`src/rtl/ps2r_pkg.sv`:
```
package ps2r_pkg;

  typedef enum logic [1:0] {
    REG_TX   = 2'd0,
    REG_RX   = 2'd1,
    REG_CTRL = 2'd2,
    REG_STAT = 2'd3
  } reg_sel_e;

  // Reply descriptor: how many bytes to queue, then the bytes in order.
  typedef struct packed {
    logic [1:0] cnt;
    logic [7:0] b0;
    logic [7:0] b1;
  } reply_t;

  localparam logic [7:0] RSP_ACK   = 8'hFA;
  localparam logic [7:0] RSP_ODD   = 8'h03;
  localparam logic [7:0] RSP_ID0   = 8'hAB;
  localparam logic [7:0] RSP_ID1   = 8'h83;
  localparam logic [7:0] RSP_BATOK = 8'hAA;

  // Device responder: maps a command byte to the reply it causes.
  function automatic reply_t reply_for(input logic [7:0] cmd);
    reply_t r;
    r = '0;
    unique case (cmd)
      8'hF2: begin r.cnt = 2'd2; r.b0 = RSP_ID0; r.b1 = RSP_ID1;   end
      8'hFF: begin r.cnt = 2'd2; r.b0 = RSP_ACK; r.b1 = RSP_BATOK; end
      8'hED, 8'hF3, 8'hF4, 8'hF5, 8'hF6, 8'hFA, 8'hFC: begin
        r.cnt = 2'd1; r.b0 = RSP_ACK;
      end
      8'hF0, 8'h00, 8'h03, 8'h04, 8'h14, 8'h28, 8'h76: begin
        r.cnt = 2'd1; r.b0 = RSP_ODD;
      end
      default: r = '0;
    endcase
    return r;
  endfunction

  // Status byte: bit 4 data pending, bit 3 transmitter empty, bit 0 clock flag.
  function automatic logic [7:0] status_byte(input logic clk_flag, input logic pending);
    return {3'b000, pending, 1'b1, 2'b00, clk_flag};
  endfunction

  // Control readback: bit 4 clock flag, bit 3 rx irq enable, bit 2 tx irq enable.
  function automatic logic [7:0] ctrl_byte(input logic clk_flag, input logic rxen, input logic txen);
    return {3'b000, clk_flag, rxen, txen, 2'b00};
  endfunction

endpackage

```
`src/rtl/ps2r_fifo.sv`:
```
module ps2r_fifo #(
  parameter int DEPTH = 16,
  parameter int W     = 8
) (
  input  logic                         clk,
  input  logic                         rst_n,
  input  logic [1:0]                   push_n,
  input  logic [W-1:0]                 d0,
  input  logic [W-1:0]                 d1,
  input  logic                         pop,
  output logic [W-1:0]                 head,
  output logic                         has_data,
  output logic [$clog2(DEPTH+1)-1:0]   level
);
  localparam int PTR_W = $clog2(DEPTH);
  localparam int CNT_W = $clog2(DEPTH + 1);
  localparam logic [CNT_W-1:0] DEPTH_C = CNT_W'(DEPTH);
  localparam logic [PTR_W-1:0] LAST_P  = PTR_W'(DEPTH - 1);

  function automatic logic [PTR_W-1:0] ptr_inc(input logic [PTR_W-1:0] p);
    return (p == LAST_P) ? '0 : p + 1'b1;
  endfunction

  logic [W-1:0]     mem [DEPTH];
  logic [PTR_W-1:0] wptr_q, rptr_q;
  logic [CNT_W-1:0] level_q;

  // Named internal events
  logic             pop_ok;
  logic [CNT_W-1:0] after_pop;
  logic             acc0, acc1;

  assign pop_ok    = pop && (level_q != '0);
  assign after_pop = level_q - CNT_W'(pop_ok);
  assign acc0      = (push_n != 2'd0) && (after_pop < DEPTH_C);
  assign acc1      = (push_n == 2'd2) && ((after_pop + CNT_W'(acc0)) < DEPTH_C);

  always_ff @(posedge clk) begin
    if (acc0) mem[wptr_q] <= d0;
    if (acc1) mem[ptr_inc(wptr_q)] <= d1;
  end

  always_ff @(posedge clk) begin
    if (!rst_n) begin
      wptr_q  <= '0;
      rptr_q  <= '0;
      level_q <= '0;
    end else begin
      if (acc1)      wptr_q <= ptr_inc(ptr_inc(wptr_q));
      else if (acc0) wptr_q <= ptr_inc(wptr_q);
      if (pop_ok)    rptr_q <= ptr_inc(rptr_q);
      level_q <= after_pop + CNT_W'(acc0) + CNT_W'(acc1);
    end
  end

  assign head     = mem[rptr_q];
  assign has_data = (level_q != '0);
  assign level    = level_q;

  assert_no_overflow_R10: assert property (@(posedge clk) disable iff (!rst_n)
    level_q <= DEPTH_C);

  assert_full_drop_R10: assert property (@(posedge clk) disable iff (!rst_n)
    (level_q == DEPTH_C && !pop && push_n != 2'd0) |=> level_q == DEPTH_C);

  assert_empty_pop_R4: assert property (@(posedge clk) disable iff (!rst_n)
    (level_q == '0 && pop && push_n == 2'd0) |=> level_q == '0);

endmodule

```
`src/rtl/ps2r_responder.sv`:
```
module ps2r_responder
  import ps2r_pkg::*;
(
  input  logic [7:0] cmd,
  output reply_t     rsp
);
  assign rsp = reply_for(cmd);
endmodule

```
`src/rtl/ps2r_port.sv`:
```
module ps2r_port
  import ps2r_pkg::*;
#(
  parameter int QDEPTH = 16
) (
  input  logic       clk,
  input  logic       rst_n,
  input  logic       wr_tx,
  input  logic       wr_ctrl,
  input  logic       rd_rx,
  input  logic [7:0] wdata,
  output logic [7:0] rx_byte,
  output logic [7:0] stat_out,
  output logic [7:0] ctrl_out,
  output logic       has_data,
  output logic       irq
);
  localparam int CNT_W = $clog2(QDEPTH + 1);

  logic clk_flag_q, rxen_q, txen_q;
  reply_t            rsp;
  logic [1:0]        push_n;
  logic [7:0]        head;
  logic [CNT_W-1:0]  level;

  ps2r_responder u_resp (
    .cmd (wdata),
    .rsp (rsp)
  );

  assign push_n = wr_tx ? rsp.cnt : 2'd0;

  ps2r_fifo #(.DEPTH(QDEPTH), .W(8)) u_q (
    .clk      (clk),
    .rst_n    (rst_n),
    .push_n   (push_n),
    .d0       (rsp.b0),
    .d1       (rsp.b1),
    .pop      (rd_rx),
    .head     (head),
    .has_data (has_data),
    .level    (level)
  );

  always_ff @(posedge clk) begin
    if (!rst_n) begin
      clk_flag_q <= 1'b0;
      rxen_q     <= 1'b1;
      txen_q     <= 1'b0;
    end else if (wr_ctrl) begin
      clk_flag_q <= wdata[4];
      rxen_q     <= wdata[3];
      txen_q     <= wdata[2];
    end
  end

  assign rx_byte  = has_data ? head : 8'h00;
  assign stat_out = status_byte(clk_flag_q, has_data);
  assign ctrl_out = ctrl_byte(clk_flag_q, rxen_q, txen_q);
  assign irq      = rxen_q && has_data;

  assert_ctrl_load_R2: assert property (@(posedge clk) disable iff (!rst_n)
    wr_ctrl |=> (clk_flag_q == $past(wdata[4]) && rxen_q == $past(wdata[3])
                 && txen_q == $past(wdata[2])));

  assert_reply_lands_R5: assert property (@(posedge clk) disable iff (!rst_n)
    (wr_tx && rsp.cnt != 2'd0 && !has_data) |=> has_data);

  assert_unknown_quiet_R8: assert property (@(posedge clk) disable iff (!rst_n)
    (wr_tx && rsp.cnt == 2'd0 && !rd_rx) |=> $stable(level));

endmodule

```
`src/rtl/ps2_dual_regif.sv`:
```
module ps2_dual_regif
  import ps2r_pkg::*;
#(
  parameter int NPORTS   = 2,
  parameter int QDEPTH   = 16,
  parameter int ALIGN_SH = 3,
  parameter int ADDR_W   = ALIGN_SH + 2 + $clog2(NPORTS)
) (
  input  logic              clk,
  input  logic              rst_n,
  input  logic [ADDR_W-1:0] bus_addr,
  input  logic              bus_wr,
  input  logic              bus_rd,
  input  logic [7:0]        bus_wdata,
  output logic [7:0]        bus_rdata,
  output logic [NPORTS-1:0] irq
);
  localparam int PORT_W  = $clog2(NPORTS);
  localparam int PORT_LO = ALIGN_SH + 2;

  reg_sel_e          sel_reg;
  logic [PORT_W-1:0] sel_port;
  logic              unused_addr_bits;

  assign sel_reg          = reg_sel_e'(bus_addr[ALIGN_SH+1:ALIGN_SH]);
  assign sel_port         = bus_addr[PORT_LO +: PORT_W];
  assign unused_addr_bits = ^bus_addr[ALIGN_SH-1:0];

  logic [7:0]        rx_b   [NPORTS];
  logic [7:0]        stat_b [NPORTS];
  logic [7:0]        ctrl_b [NPORTS];
  logic [NPORTS-1:0] pend;

  for (genvar p = 0; p < NPORTS; p++) begin : g_port
    logic hit;
    assign hit = (sel_port == PORT_W'(p));

    ps2r_port #(.QDEPTH(QDEPTH)) u_port (
      .clk      (clk),
      .rst_n    (rst_n),
      .wr_tx    (bus_wr && hit && sel_reg == REG_TX),
      .wr_ctrl  (bus_wr && hit && sel_reg == REG_CTRL),
      .rd_rx    (bus_rd && hit && sel_reg == REG_RX),
      .wdata    (bus_wdata),
      .rx_byte  (rx_b[p]),
      .stat_out (stat_b[p]),
      .ctrl_out (ctrl_b[p]),
      .has_data (pend[p]),
      .irq      (irq[p])
    );

    assert_irq_vs_status_R9: assert property (@(posedge clk) disable iff (!rst_n)
      (bus_rd && hit && sel_reg == REG_STAT && irq[p]) |-> bus_rdata[4]);
  end

  always_comb begin
    bus_rdata = 8'h00;
    if (bus_rd) begin
      unique case (sel_reg)
        REG_TX:   bus_rdata = 8'h00;
        REG_RX:   bus_rdata = rx_b[sel_port];
        REG_CTRL: bus_rdata = ctrl_b[sel_port];
        REG_STAT: bus_rdata = stat_b[sel_port];
        default:  bus_rdata = 8'h00;
      endcase
    end
  end

  assert_stat_txe_R3: assert property (@(posedge clk) disable iff (!rst_n)
    (bus_rd && sel_reg == REG_STAT) |-> bus_rdata[3]);

  assert_tx_read_zero_R11: assert property (@(posedge clk) disable iff (!rst_n)
    (bus_rd && sel_reg == REG_TX) |-> bus_rdata == 8'h00);

endmodule

```
`config.mk`:
```
export PLATFORM = sky130hd
export DESIGN_NAME = ps2_dual_regif
export DESIGN_NICKNAME = d
export VERILOG_FILES = /design/src/rtl/ps2r_pkg.sv /design/src/rtl/ps2r_fifo.sv /design/src/rtl/ps2r_responder.sv /design/src/rtl/ps2r_port.sv /design/src/rtl/ps2_dual_regif.sv
export SDC_FILE = /design/constraint.sdc
export NUM_CORES = 1
export LEC_CHECK = 0
export BUFFER_PORTS_ARGS = -buffer_cell sky130_fd_sc_hd__buf_2
export CAP_MARGIN = 10
export CORE_AREA = 2 2 133 135
export DETAILED_ROUTE_END_ITERATION = 16
export DIE_AREA = 0 0 135 137
export PLACE_DENSITY = 0.83
export SYNTH_ARGS = -nofsm -noshare
export SYNTH_HDL_FRONTEND = slang
export SYNTH_SLANG_ARGS = --single-unit
```
`constraint.sdc`:
```
create_clock -name clk -period 11.6 [get_ports clk]
set_input_delay 1.16 -clock clk [delete_from_list [all_inputs] [get_ports clk]]
set_output_delay 1.16 -clock clk [all_outputs]
set_load 0.01 [all_outputs]
```
# Yosys cells after proc, flatten, opt, wreduce, memory -nomap -nowiden
# Memories as Yosys holds them, arrays and structs flattened. A register that Yosys moved wholly into a read port is not among the register bits.
# Cells that the tools add are included.
dict set report op_classes {
  addsub 12
  order_cmp 5
  eq_ne 26
  mux 39
  n_bitwise 2
  reduce_logical 28
}
# op n
set ops {}
lappend ops {{$eq A8 B8 Y1 const B} 10}
lappend ops {{$mux W8} 10}
lappend ops {{$mux W4} 14}
lappend ops {{$pmux W10 S4} 1}
lappend ops {{$pmux W8 S4} 1}
lappend ops {{$add A4 B1 Y4 const B} 6}
lappend ops {{$eq A4 B4 Y1 const B} 6}
lappend ops {{$add A5 B1 Y5} 4}
lappend ops {{$lt A5 B5 Y1 const B} 4}
lappend ops {{$logic_and A1 B1 Y1} 18}
lappend ops {{$pmux W8 S2} 1}
lappend ops {{$reduce_or A7 Y1} 2}
lappend ops {{$mux W5} 2}
lappend ops {{$reduce_bool A5 Y1} 2}
lappend ops {{$sub A5 B1 Y5} 2}
lappend ops {{$eq A2 B2 Y1 const B} 4}
lappend ops {{$eq A8 B2 Y1 const B} 1}
lappend ops {{$eq A8 B3 Y1 const B} 1}
lappend ops {{$eq A8 B5 Y1 const B} 1}
lappend ops {{$eq A8 B6 Y1 const B} 1}
lappend ops {{$eq A8 B7 Y1 const B} 1}
lappend ops {{$logic_not A8 Y1} 1}
lappend ops {{$mux W1} 8}
lappend ops {{$reduce_bool A2 Y1} 4}
lappend ops {{other kinds (6)} 7}
dict set report word_totals {
  ff_bits 32
  ramBits 256
  input_bits 18
  output_inout_bits 10
  n_memories 2
}
# memory words width rd rd_ports_with_merged_regs wr line
set mem_list {}
lappend mem_list {{g_port[0].u_port.u_q.mem} 16 8 1 1 2 ps2r_fifo.sv:24} ;# logic [W-1:0] mem [DEPTH];
lappend mem_list {{g_port[1].u_port.u_q.mem} 16 8 1 1 2 ps2r_fifo.sv:24}

# Longest topological paths before layout
# Gate-level depths: netlist of the first run.
dict set report logic_depth {
  word_depth 12
  depth_mapped 24
  ltp_nobuf 21
}

# By module
# A second synthesis of the first run with hierarchy kept.
dict set report unflattened {
  cells_unflattened 1315
  hier_area_um2 18385.1
}
# mod instances cells_each area_per_inst_um2
set modules_own_cells {}
lappend modules_own_cells {{ps2r_fifo at g_port[0].u_port.u_q} 1 535 8355.5}
lappend modules_own_cells {{ps2r_fifo at g_port[1].u_port.u_q} 1 528 8087.8}
lappend modules_own_cells {ps2r_responder 2 60 440.4}
lappend modules_own_cells {ps2r_port 2 38 302.8}
lappend modules_own_cells {ps2_dual_regif 1 56 455.4}

# Worst setup path before layout of the first run
# No wires, ideal clock.
dict set report synth_timing {
  path_type {input port to flip-flop}
  start {input port bus_rd}
  end {memory g_port[0].u_port.u_q.mem[10][0], enable pin}
  setup_time_ns 0.343
  t_arrival_ns 5.647
  required_time_ns 11.257
  slack_ns 5.610
  path_stages 21
  path_cell_list {nand2_1 > or2_2 > clkbuf_1 > nor3_1 > ha_1 > ha_1 > nor3b_1 > xnor2_1 > nand2_1 > a21o_1 > inv_1 > buf_4 > ha_1 > ha_1 > inv_1 > nor3_1 > o21ai_0 > a221o_1 > clkbuf_1 > clkbuf_1 > o22ai_1}
}
# item line
set synth_rtl {}
lappend synth_rtl {{start: declaration} ps2_dual_regif.sv:13} ;# input logic bus_rd,
lappend synth_rtl {{end: declaration} ps2r_fifo.sv:24}

==> key figures, run 1 <==
Synthesis
  • Cells after synthesis: 1068
  • Post-Syn Area: 11160 um^2
  • Distinct cells, synth: around 70
  • Ys Warns: 0
  • Post-synth ARST share: 0%
  • Flops & latches, synth: 200
  • EDFF count, synth: around 130
  • Top FF cell, synth: edfxtp_1
  • Synthesized area per cell: 10.45 um^2
  • Sequential fraction of the synthesis area: 47.36%
  • Post-Syn Nets: 1112

Setup path
  • Startpoint Class: input port
  • Crit-path max FO: 29
  • Crit path depth: 19
  • CP endpoint kind: flip-flop
  • CP Class: input port to flip-flop
  • CP Buf/Inv Count: 4
  • Req. time, crit path: 11.69 ns
  • Critical Path Max Stage Delay: 0.83 ns
  • Worst EP arrival: 6.98 ns
  • Crit path max-delay family: compound AO/OA/AOI/OAI gates
  • Slowest cell on crit path: a21o_1
  • CP most frequent cell: ha_1
  • Crit-path cells: buf_2, nand2_1, or2_2, nor3_1, buf_4, ha_1, ha_1, nor3b_1, xnor2_1, nand2_1, a21o_1, inv_1, ha_1, ha_1, inv_1, nor3_1, or3_1, a221o_1, o21ai_0
  • R2R depth: 18

Routing
  • Via count: approximately 8.9k
  • DRC violations left: 0
  • Routed Antenna Nets: 0
  • Routed len/inst: about 23 um
  • Post-Route WL: 28940 um
  • Avg Vias per Cell: between 7 and 8
  • Drt first pass iters: 9
  • DRT iter0 DRCs: 1300

Die
  • Initial Util: 65.43%
  • Die Area: 18500 um^2
  • Die Span Y: roughly 140 um
  • Die W: 135 um
  • IO Pins: 28
  • Core box area: 17060 um^2
  • Rows: 48

STA
  • Final setup fails: 0
  • Max-slew violations: 0
  • RSZ-0062 raised after global routing: false
  • Fmax: approximately 150 MHz
  • Ratio of final minimum period to clock period: 59.45%
  • Final Skew: around 0.0097 ns
  • Final hold vios: 0
  • Final WS setup: 4.704 ns
  • Setup tns final: 0 ns
  • Pin slew with the least headroom to its limit: 1.096 ns
  • Min Clock Period, post-route: 6.896 ns
  • Relative slew margins: 26.93%

Clock network
  • Num CTS Buffers: 17
  • Postcts setup bufs: 0
  • CTS tree: yes
  • CTS H-tree depth: 4
  • Reg clk slew, reported paths: approximately 0.07 ns
  • Hold buffer count at CTS: 0
  • Clk buf depth: 2
  • Root Buffer: clkbuf_16
  • Resized Gates After CTS: 0
  • Worst-Skew Late Latency: 0.45 ns
  • TritonCTS Sinks: 200

Finish
  • Most common cell after layout, fill and taps aside: edfxtp_1
  • Number of fill cells: roughly 1.2k
  • Commonest non-fill, non-tap cells in the layout: edfxtp_1 (128), nand2_1 (100), o21ai_0 (73)
  • Final nets: about 1.1k
  • Fraction of layout cells with a size suffix above 1: 13.28%
  • Final instance area: between 10000 and 15000 um^2
  • Synth-to-layout area growth: 5.853%
  • Sequential Area: around 5300 um^2
  • Antenna diode count: 0
  • Multi-input logic area: 5319 um^2

GRT
  • Largest net degree at the start of global routing: 31
  • GRT Resource Usage Total: 32.35%
  • GR Layer Usage met1: 43.78%
  • Global-route wire length before repair: 45150 um
  • Initial antenna violation count: 0
  • Total congestion overflow: 0
  • Global Route met3 Usage: 6.704%
  • Global Route met2 Usage: 51.33%
  • Number of global-route vias before repair: 8421
  • Grt peak-use layer: met2

Power and ir drop
  • Worst IR Drop VDD: 0.0001224 V
  • Leak pwr: 4.362 nW
  • Pwr dens: around 110 nW/um^2

Flow run
  • Max_cap viols: 0

Run status
  • Status: complete, no violations

Placed design
  • DP HPWL: between 15000 and 20000 um
  • Dpl cell area: about 11000 um^2
  • Pre-CTS WS: about 4.4 ns
  • IO buf count: 24
  • RD Place Congestion: 0.9594

Worst hold path
  • Worst Hold Depth: 2
  • Hold Path Class: flip-flop to flip-flop
## power breakdown
part,switching [W],total (W),internal (W)
Clock,0.000273,0.000576,0.000303
Combinational,0.0000214,0.0000298,0.00000842
Sequential,0.000000602,0.000749,0.000748
## routing by layer
metal	vias up	wire length (um)
li1	3955	-
met1	4249	11290
met2	609	13180
met3	117	3193
met4	0	1270
met5	-	0
## cell families (layout without fill, tap and decap cells)
| family | after synthesis | count (layout) | share of synthesized area, % |
|---|---|---|---|
| buf+inv | 136 | 115 | 5.023 |
| mux | 89 | 89 | 13.23 |
| simple gates | 354 | 354 | 15.98 |
| fa+ha+maj | 27 | 27 | 3.005 |
| flops | 200 | 200 | 47.36 |
| compound gates | 241 | 241 | 13.76 |
| xor+xnor | 21 | 21 | 1.648 |
## synthesized netlist by cell type (10+ instances only)
library cell	count	area (um^2)
ha_1	26	325.3
edfxtp_1	128	3844
and2_1	17	106.4
clkbuf_1	65	244.0
nand4_1	37	231.5
nand3_1	49	245.2
mux2i_1	35	350.3
mux4_2	46	1036
nor2b_1	17	106.4
or2_2	12	75.07
o21ai_0	73	365.4
o22ai_1	17	106.4
o31ai_1	10	75.07
nand2b_1	10	62.56
o32ai_1	23	201.4
dfxtp_1	72	1441
xnor2_1	13	113.9
nor2_1	67	251.5
inv_1	47	176.4
nor3_1	12	60.06
nand2_1	100	375.4
a21oi_1	47	235.2
## metrics by stage
| stage | utilization [%] | hold WS, ns | instances | power, W |
|---|---|---|---|---|
| 3_3_place_gp | 66.04 | 0.4513 | 1240 | 0.0007931 |
| 3_5_place_dp | 66.04 | 0.4600 | 1240 | 0.0007938 |
| 5_1_grt | 69.26 | 0.5007 | 1272 | 0.001374 |
| 2_1_floorplan | - | 0.4356 | 1068 | 0.0007841 |
| 6_report | 69.26 | 0.4851 | 1272 | 0.001355 |
| 4_1_cts | 69.26 | 0.4778 | 1272 | 0.001346 |
## area by class of cell
type / count / share of cell area [%]
Multi-Input combinational cell: 732 / 45.03
Inverter: 49 / 1.557
Sequential cell: 200 / 44.74
Tap cell: 225 / 2.383
Clock inverter: 10 / 0.7944
Clock buffer: 22 / 3.845
Timing Repair Buffer: 34 / 1.652
## registers in the layout (all words and copies together), names as in the netlist, named ones only
register,cells
g_port.u_port.u_q.level,10
g_port.u_port.rxen_q,2
g_port.u_port.clk_flag_q,2
g_port.u_port.u_q.rptr_q,8
g_port.u_port.txen_q,2
g_port.u_port.u_q.wptr_q,8
g_port.u_port.u_q.mem,160
## worst reg2reg max path, stage by stage, from the launching register on
cell	delay, ns
dfxtp_1	0.35
or4_1	0.51
nor2_1	0.30
nor3_1	0.10
buf_4	0.20
ha_1	0.20
ha_1	0.24
nor3b_1	0.18
xnor2_1	0.17
nand2_1	0.17
a21o_1	0.83
inv_1	0.48
ha_1	0.37
ha_1	0.22
inv_1	0.08
nor3_1	0.07
or3_1	0.42
a221o_1	0.63
o21ai_0	0.65
## path summary, 6_finish.rpt
kind	from	to	slack (ns)
setup / recovery	bus_addr[3]	g_port[0].u_port.u_q.mem[11][5]	4.70
hold / removal	g_port[0].u_port.u_q.mem[8][4]	g_port[0].u_port.u_q.mem[8][4]	0.49
setup reg to reg	g_port[0].u_port.u_q.level[3]	g_port[0].u_port.u_q.mem[11][5]	5.05
hold reg to reg	g_port[0].u_port.u_q.mem[8][4]	g_port[0].u_port.u_q.mem[8][4]	0.49
Power figures use the tool's default switching activity.
==> inputs of run 2 (changes only) <==
--- a/config.mk
+++ b/config.mk
@@ -7,10 +7,10 @@
 export LEC_CHECK = 0
 export BUFFER_PORTS_ARGS = -buffer_cell sky130_fd_sc_hd__buf_2
 export CAP_MARGIN = 10
-export CORE_AREA = 2 2 133 135
+export CORE_AREA = 2 2 137 139
 export DETAILED_ROUTE_END_ITERATION = 16
-export DIE_AREA = 0 0 135 137
-export PLACE_DENSITY = 0.83
+export DIE_AREA = 0 0 139 141
+export PLACE_DENSITY = 0.79
 export SYNTH_ARGS = -nofsm -noshare
 export SYNTH_HDL_FRONTEND = slang
 export SYNTH_SLANG_ARGS = --single-unit
==> constraint.sdc (replaced) <==
create_clock -name clk -period 7.2 [get_ports clk]
set_input_delay 0.72 -clock clk [delete_from_list [all_inputs] [get_ports clk]]
set_output_delay 0.72 -clock clk [all_outputs]
set_load 0.01 [all_outputs]
==> run 2 against run 1 <==
  * Via count shrank 1.0%
  * Die area grew 6.0%
  * Cell count grew 1.0%
  * Combinational power grew 62%
  * Critical endpoint is now g_port[1].u_port.u_q.mem[15][1]
==> key figures, run 2 (same netlist as run 1, synthesis figures left out) <==
Placed design
  • DP HPWL: 19610 um (+0.51%)
  • RD Place Congestion: 0.8945 (-6.8%)
  • IO buf count: 24 (unchanged)

STA
  • Max-slew violations: 0 (unchanged)
  • Fmax: 183.5 MHz
  • Final Skew: 0.01035 ns (+0.0006162 ns)
  • Final hold vios: 0 (unchanged)
  • Relative slew margins: 19.96% (-7.0 points)
  • Setup tns final: 0 ns (unchanged)
  • RSZ-0062 raised after global routing: false
  • Final setup fails: 0 (unchanged)
  • Ratio of final minimum period to clock period: 75.69%
  • Pin slew with the least headroom to its limit: 1.201 ns (+0.1046 ns)
  • Min Clock Period, post-route: 5.449 ns

Power and ir drop
  • Pwr dens: 186.4 nW/um^2 (+63%)
  • Total Power: 0.002218 W (+64%)
  • Leak pwr: 4.399 nW (+0.83%)
  • Worst IR Drop VDD: 0.0002000 V (+63%)

Finish
  • Sequential Area: 5285 um^2 (unchanged)
  • Top reg by flops: g_port.u_port.u_q.mem
  • Number of fill cells: 1389 (+14%)
  • Final nets: 1082 (+0.37%)
  • Antenna diode count: 0 (unchanged)
  • Synth-to-layout area growth: 6.649%
  • Most common cell after layout, fill and taps aside: edfxtp_1
  • Multi-input logic area: 5319 um^2 (unchanged)
  • Largest register FFs: 160 (unchanged)
  • Commonest non-fill, non-tap cells in the layout: edfxtp_1 (128), nand2_1 (100), o21ai_0 (73)
  • Final core utilization: 65.15% (-4.1 points)
  • Fraction of layout cells with a size suffix above 1: 13.89% (+0.62 points)

Worst hold path
  • Worst Hold Depth: 2 (unchanged)
  • Hold worst-path end: g_port[1].u_port.u_q.mem[0][4]
  • Worst hold start: g_port[1].u_port.u_q.mem[0][4]
  • Hold Path Class: flip-flop to flip-flop

Clock network
  • Hold buffer count at CTS: 0 (unchanged)
  • Clk buf depth: 2 (unchanged)
  • Resized Gates After CTS: 0 (unchanged)
  • Num CTS Buffers: 17 (unchanged)
  • CTS tree: yes
  • TritonCTS Sinks: 200 (unchanged)
  • Root Buffer: clkbuf_16
  • CTS H-tree depth: 4 (unchanged)
  • Postcts setup bufs: 0 (unchanged)
  • Reg clk slew, reported paths: 0.07 ns (about the same)
  • Worst-Skew Late Latency: 0.44 ns (about the same)

Setup path
  • Req. time, crit path: 7.33 ns (-4.36 ns)
  • R2R depth: 20 (+2)
  • CP endpoint kind: flip-flop
  • Worst setup startpoint: g_port[1].u_port.u_q.level[2]
  • CP most frequent cell: ha_1
  • Crit path max-delay family: simple AND/OR/NAND/NOR gates
  • Slowest cell on crit path: and4_1
  • Crit-path max FO: 23 (-21%)
  • Crit-path cells: or4_1, nor2_1, nor3b_2, buf_4, ha_1, ha_1, nor3b_1, xnor2_1, nand4_1, a21o_1, buf_4, inv_2, ha_1, ha_1, and4b_1, a31oi_1, xor2_1, and4_1, nand2_1, nand2_1
  • Worst EP arrival: 5.58 ns (-1.40 ns)
  • CP Class: flip-flop to flip-flop
  • R2R setup slack: 1.75 ns (-3.30 ns)
  • Worst R2R End: g_port[1].u_port.u_q.mem[15][1]
  • CP Buf/Inv Count: 3 (-1)
  • Critical Path Max Stage Delay: 0.57 ns (-0.26 ns)
  • Reg-to-reg startpoint: g_port[1].u_port.u_q.level[2]
  • Startpoint Class: flip-flop

Routing
  • Routed Antenna Nets: 0 (unchanged)
  • Routed len/inst: 22.34 um (-1.8%)
  • Via count: 8838 (-1.0%)
  • Post-Route WL: 28700 um (-0.82%)
  • Drt first pass iters: 8 (-1)
  • DRC violations left: 0 (unchanged)
  • Avg Vias per Cell: 6.878 (-2.0%)
  • DRT iter0 DRCs: 1319 (+1.5%)

GRT
  • Number of global-route vias before repair: 8325 (-1.1%)
  • Total congestion overflow: 0 (unchanged)
  • Global-route wire length before repair: 45370 um (+0.47%)
  • Initial antenna violation count: 0 (unchanged)
  • GRT Resource Usage Total: 29.81% (-2.5 points)
  • Largest net degree at the start of global routing: 30 (-3.2%)

Die
  • Die Area: 19600 um^2 (+6.0%)
  • Initial Util: 61.09% (-4.3 points)
  • Die W: 139 um (+3.0%)
  • Die Span Y: 141 um (+2.9%)
  • Core box area: 18270 um^2 (+7.1%)
  • IO Pins: 28 (unchanged)
  • Rows: 50 (+4.2%)

Flow run
  • Max_cap viols: 0 (unchanged)

Run status
  • Status: complete, no violations
run 2: changes by cell type in the layout (fill, tap and decap cells not counted):
cell        change
clkinv_4        +4
buf_4           +4
clkinvlp_4      +1
clkbuf_8        +1
clkbuf_1        -3
inv_4           -2
clkinv_2        -2
clkbuf_16       +1
run 2: worst min-delay path, cell delays in order (launching register included):
cell and delay [ns]:
dfxtp_1 0.31, o21ai_0 0.07, a21boi_1 0.06
run 2: how the worst max path moves through the flow:
stage	end	slack [ns]	depth (start not counted)
2_1_floorplan	g_port[0].u_port.u_q.mem[10][0]	1.65	21
3_3_place_gp	g_port[0].u_port.u_q.mem[11][5]	1.54	18
3_5_place_dp	g_port[1].u_port.u_q.level[4]	1.45	24
4_1_cts	g_port[1].u_port.u_q.level[4]	1.80	23
5_1_grt	g_port[1].u_port.u_q.level[4]	1.25	23
6_report	g_port[1].u_port.u_q.mem[15][1]	1.75	20
run 2: final cells by class:
cell class	instances	share of cell area, %
Sequential cell	200	44.41
Inverter	49	1.545
Multi-Input combinational cell	732	44.69
Clock inverter	11	0.9567
Clock buffer	21	4.048
Tap cell	234	2.460
Timing Repair Buffer	38	1.892
run 2: per-stage QoR:
| stage | setup slack (ns) | cells | instance area, um^2 | hold WS (ns) |
|---|---|---|---|---|
| after floorplan | 1.650 | 1068 | 11160 | 0.4356 |
| after global placement | 1.541 | 1253 | 11310 | 0.4545 |
| after detailed placement | 1.450 | 1253 | 11310 | 0.4685 |
| after CTS | 1.795 | 1285 | 11900 | 0.4797 |
| after global routing | 1.250 | 1285 | 11900 | 0.5027 |
| final | 1.751 | 1285 | 11900 | 0.4801 |
run 2: report_power, final:
| part | internal [W] | switching [W] | total (W) |
|---|---|---|---|
| clock | 0.000522 | 0.000442 | 0.000964 |
| combinational | 0.0000137 | 0.0000345 | 0.0000482 |
| sequential | 0.00121 | 0.000000936 | 0.00121 |
| total | 0.00174 | 0.000478 | 0.00222 |
run 2: metal layers:
layer  share of wire (%)  wire, um  vias to the layer above  GRT usage [%]
li1                    -         -                     3949              -
met1                  39     11210                     4214          40.07
met2                  45     13010                      583          45.84
met3                  12      3404                       92          8.254
met4                 3.8      1083                        0          13.13
met5                   0         0                        -              0
==> inputs of run 3 (changes only) <==
==> constraint.sdc (replaced) <==
create_clock -name clk -period 5.15 [get_ports clk]
set_input_delay 0.515 -clock clk [delete_from_list [all_inputs] [get_ports clk]]
set_output_delay 0.515 -clock clk [all_outputs]
set_load 0.01 [all_outputs]
==> run 3 against run 2 <==
  * Die area stayed put
  * Wire length down 2.4%
  * Critical endpoint is now g_port[1].u_port.u_q.mem[13][0]
  * Utilization up 0.14 points
  * Setup slack got worse by 1.4 ns
  * Critical path depth shrank 2
  * Combinational power increased by 41%
  * Highest routed layer unchanged
  * Cell count up 0.54%
==> key figures, run 3 (same netlist as run 1, synthesis figures left out) <==
GRT
  • Total congestion overflow: 0 (unchanged)
  • GRT Resource Usage Total: 28.99% (-0.82 points)
  • Initial antenna violation count: 0 (unchanged)
  • Global-route wire length before repair: 44140 um (-2.7%)
  • Largest net degree at the start of global routing: 30 (unchanged)
  • Number of global-route vias before repair: 8256 (-0.83%)

Placed design
  • Placed cell count: 1260 (+0.56%)
  • RD Place Congestion: 0.9159 (+2.4%)
  • IO buf count: 24 (unchanged)
  • DP HPWL: 19430 um (-0.95%)

Setup path
  • Worst EP arrival: 4.93 ns (-0.65 ns)
  • Crit-path cells: or4_1, nor2_1, nor3b_2, ha_1, ha_1, nor3b_1, xnor2_1, nand4_1, a21o_1, inv_2, ha_1, ha_1, nand3b_1, a31oi_2, xor2_2, and4_1, a22oi_1, inv_1
  • CP Class: flip-flop to flip-flop
  • CP most frequent cell: ha_1
  • Startpoint Class: flip-flop
  • Crit-path max FO: 11 (-52%)
  • CP endpoint kind: flip-flop
  • Critical Path Max Stage Delay: 0.50 ns (-0.07 ns)
  • Req. time, crit path: 5.28 ns (-2.05 ns)
  • Slowest cell on crit path: or4_1

STA
  • Pin slew with the least headroom to its limit: 1.056 ns (-0.1451 ns)
  • Ratio of final minimum period to clock period: 93.14% (+17 points)
  • Final hold vios: 0 (unchanged)
  • Final setup fails: 0 (unchanged)
  • Fmax: 208.5 MHz (+14%)
  • Relative slew margins: 29.63% (+9.7 points)
  • Max-slew violations: 0 (unchanged)
  • Min Clock Period, post-route: 4.796 ns (-0.6529 ns)
  • Final Skew: 0.01138 ns (+0.001029 ns)

Routing
  • Routed Antenna Nets: 0 (unchanged)
  • DRC violations left: 0 (unchanged)
  • Drt first pass iters: 6 (-2)
  • Avg Vias per Cell: 6.775 (-1.5%)
  • Post-Route WL: 28020 um (-2.4%)
  • DRT iter0 DRCs: 1068 (-19%)
  • Routed len/inst: 21.69 um (-2.9%)
  • Via count: 8753 (-0.96%)

Finish
  • Top reg by flops: g_port.u_port.u_q.mem
  • Commonest non-fill, non-tap cells in the layout: edfxtp_1 (128), nand2_1 (100), dfxtp_1 (72)
  • Layout Cells excl Fill: 1292 (+0.54%)
  • Most common cell after layout, fill and taps aside: edfxtp_1
  • Largest register FFs: 160 (unchanged)
  • Final nets: 1089 (+0.65%)
  • Synth-to-layout area growth: 6.884%
  • Antenna diode count: 0 (unchanged)
  • Fraction of layout cells with a size suffix above 1: 14.93% (+1.0 points)
  • Final core utilization: 65.29% (+0.14 points)

Die
  • Die Span Y: 141 um (unchanged)
  • Core box area: 18270 um^2 (unchanged)
  • IO Pins: 28 (unchanged)
  • Die Area: 19600 um^2 (unchanged)
  • Die W: 139 um (unchanged)
  • Rows: 50 (unchanged)
  • Initial Util: 61.09% (unchanged)

Power and ir drop
  • Worst IR Drop VDD: 0.0002442 V (+22%)
  • Pwr dens: 250.4 nW/um^2 (+34%)
  • Leak pwr: 4.410 nW (+0.26%)

Clock network
  • TritonCTS Sinks: 200 (unchanged)
  • CTS H-tree depth: 4 (unchanged)
  • Hold buffer count at CTS: 0 (unchanged)
  • Root Buffer: clkbuf_16
  • Worst-Skew Late Latency: 0.44 ns (about the same)
  • Clk buf depth: 2 (unchanged)
  • CTS tree: yes
  • Reg clk slew, reported paths: 0.07 ns (about the same)
  • Num CTS Buffers: 17 (unchanged)

Run status
  • Status: complete, no violations

Flow run
  • Max_cap viols: 0 (unchanged)

Worst hold path
  • Hold Path Class: input port to flip-flop
-- run 3: cell types whose count changed in the layout (fill, tap and decap cells not counted), moves of 2 or more --
cell / before / now
nor3_2: 0 / 2
o21ai_0: 73 / 70
buf_4: 14 / 21
clkbuf_8: 2 / 0
clkinv_2: 0 / 2
clkinv_4: 5 / 3
nor3_1: 12 / 10
o21ai_1: 2 / 5
inv_6: 2 / 4
-- run 3: path summary, 6_finish.rpt --
check	startpoint	to	slack [ns]	cells after the start
worst min register to register	g_port[0].u_port.u_q.mem[0][4]	g_port[0].u_port.u_q.mem[0][4]	0.48	2
worst max register to register	g_port[1].u_port.u_q.level[3]	g_port[1].u_port.u_q.mem[13][0]	0.35	18
worst max-delay path	g_port[1].u_port.u_q.level[3]	g_port[1].u_port.u_q.mem[13][0]	0.35	18
worst min-delay path	rst_n	g_port[1].u_port.rxen_q	0.39	2
-- run 3: metal layers --
metal  vias to the layer above  wire length [um]  global-route usage, %
met5                         -                 0                      0
met4                         0               726                  10.47
met3                        69              3273                  8.662
met2                       554             12960                  44.98
met1                      4168             11060                  39.17
li1                       3962                 -                      -
-- run 3: timing repair --
action	CTS	global route
setup buffers	0	0
endpoints found under the setup margin	0	72
resized for setup	0	11
-- run 3: critical path, delay by kind of cell (launching register included) --
kind	cells	cell delay, ns
adders and majority gates	4	0.92
AOI/OAI and AO/OA	3	0.70
buffers and inverters	2	0.29
xor gates and xnor gates	2	0.39
DFF	1	0.36
and+or+nand+nor	7	1.83
-- run 3: layout make-up --
| class | count | area (um^2) |
|---|---|---|
| sequential | 200 | 5285 |
| fill | 1377 | 6340 |
| clock buffer | 19 | 432.9 |
| inverter | 49 | 183.9 |
| tap | 234 | 292.8 |
| timing repair buffer | 45 | 277.8 |
| clock inverter | 13 | 96.34 |
| multi-input combinational | 732 | 5359 |
-- run 3: per-stage QoR --
step / instance area (um^2) / setup TNS [ns] / total power (W) / hold slack [ns] / setup WS [ns]
final: 11930 / 0 / 0.002986 / 0.3917 / 0.3535
after CTS: 11890 / 0 / 0.002985 / 0.3952 / 0.1822
after floorplan: 11160 / 0 / 0.001766 / 0.4356 / 0.05768
after global placement: 11360 / 0 / 0.001788 / 0.4556 / 0.09586
after detailed placement: 11360 / -0.1429 / 0.001789 / 0.4632 / -0.03575
after global routing: 11930 / -0.01069 / 0.003050 / 0.3938 / -0.01069
-- run 3: report_power, final --
group,leakage (nW),switching [W],internal (W)
combinational,2.28,0.0000478,0.0000204
clock,0.256,0.000609,0.000623
sequential,1.87,0.00000146,0.00168
total,4.41,0.000658,0.00233
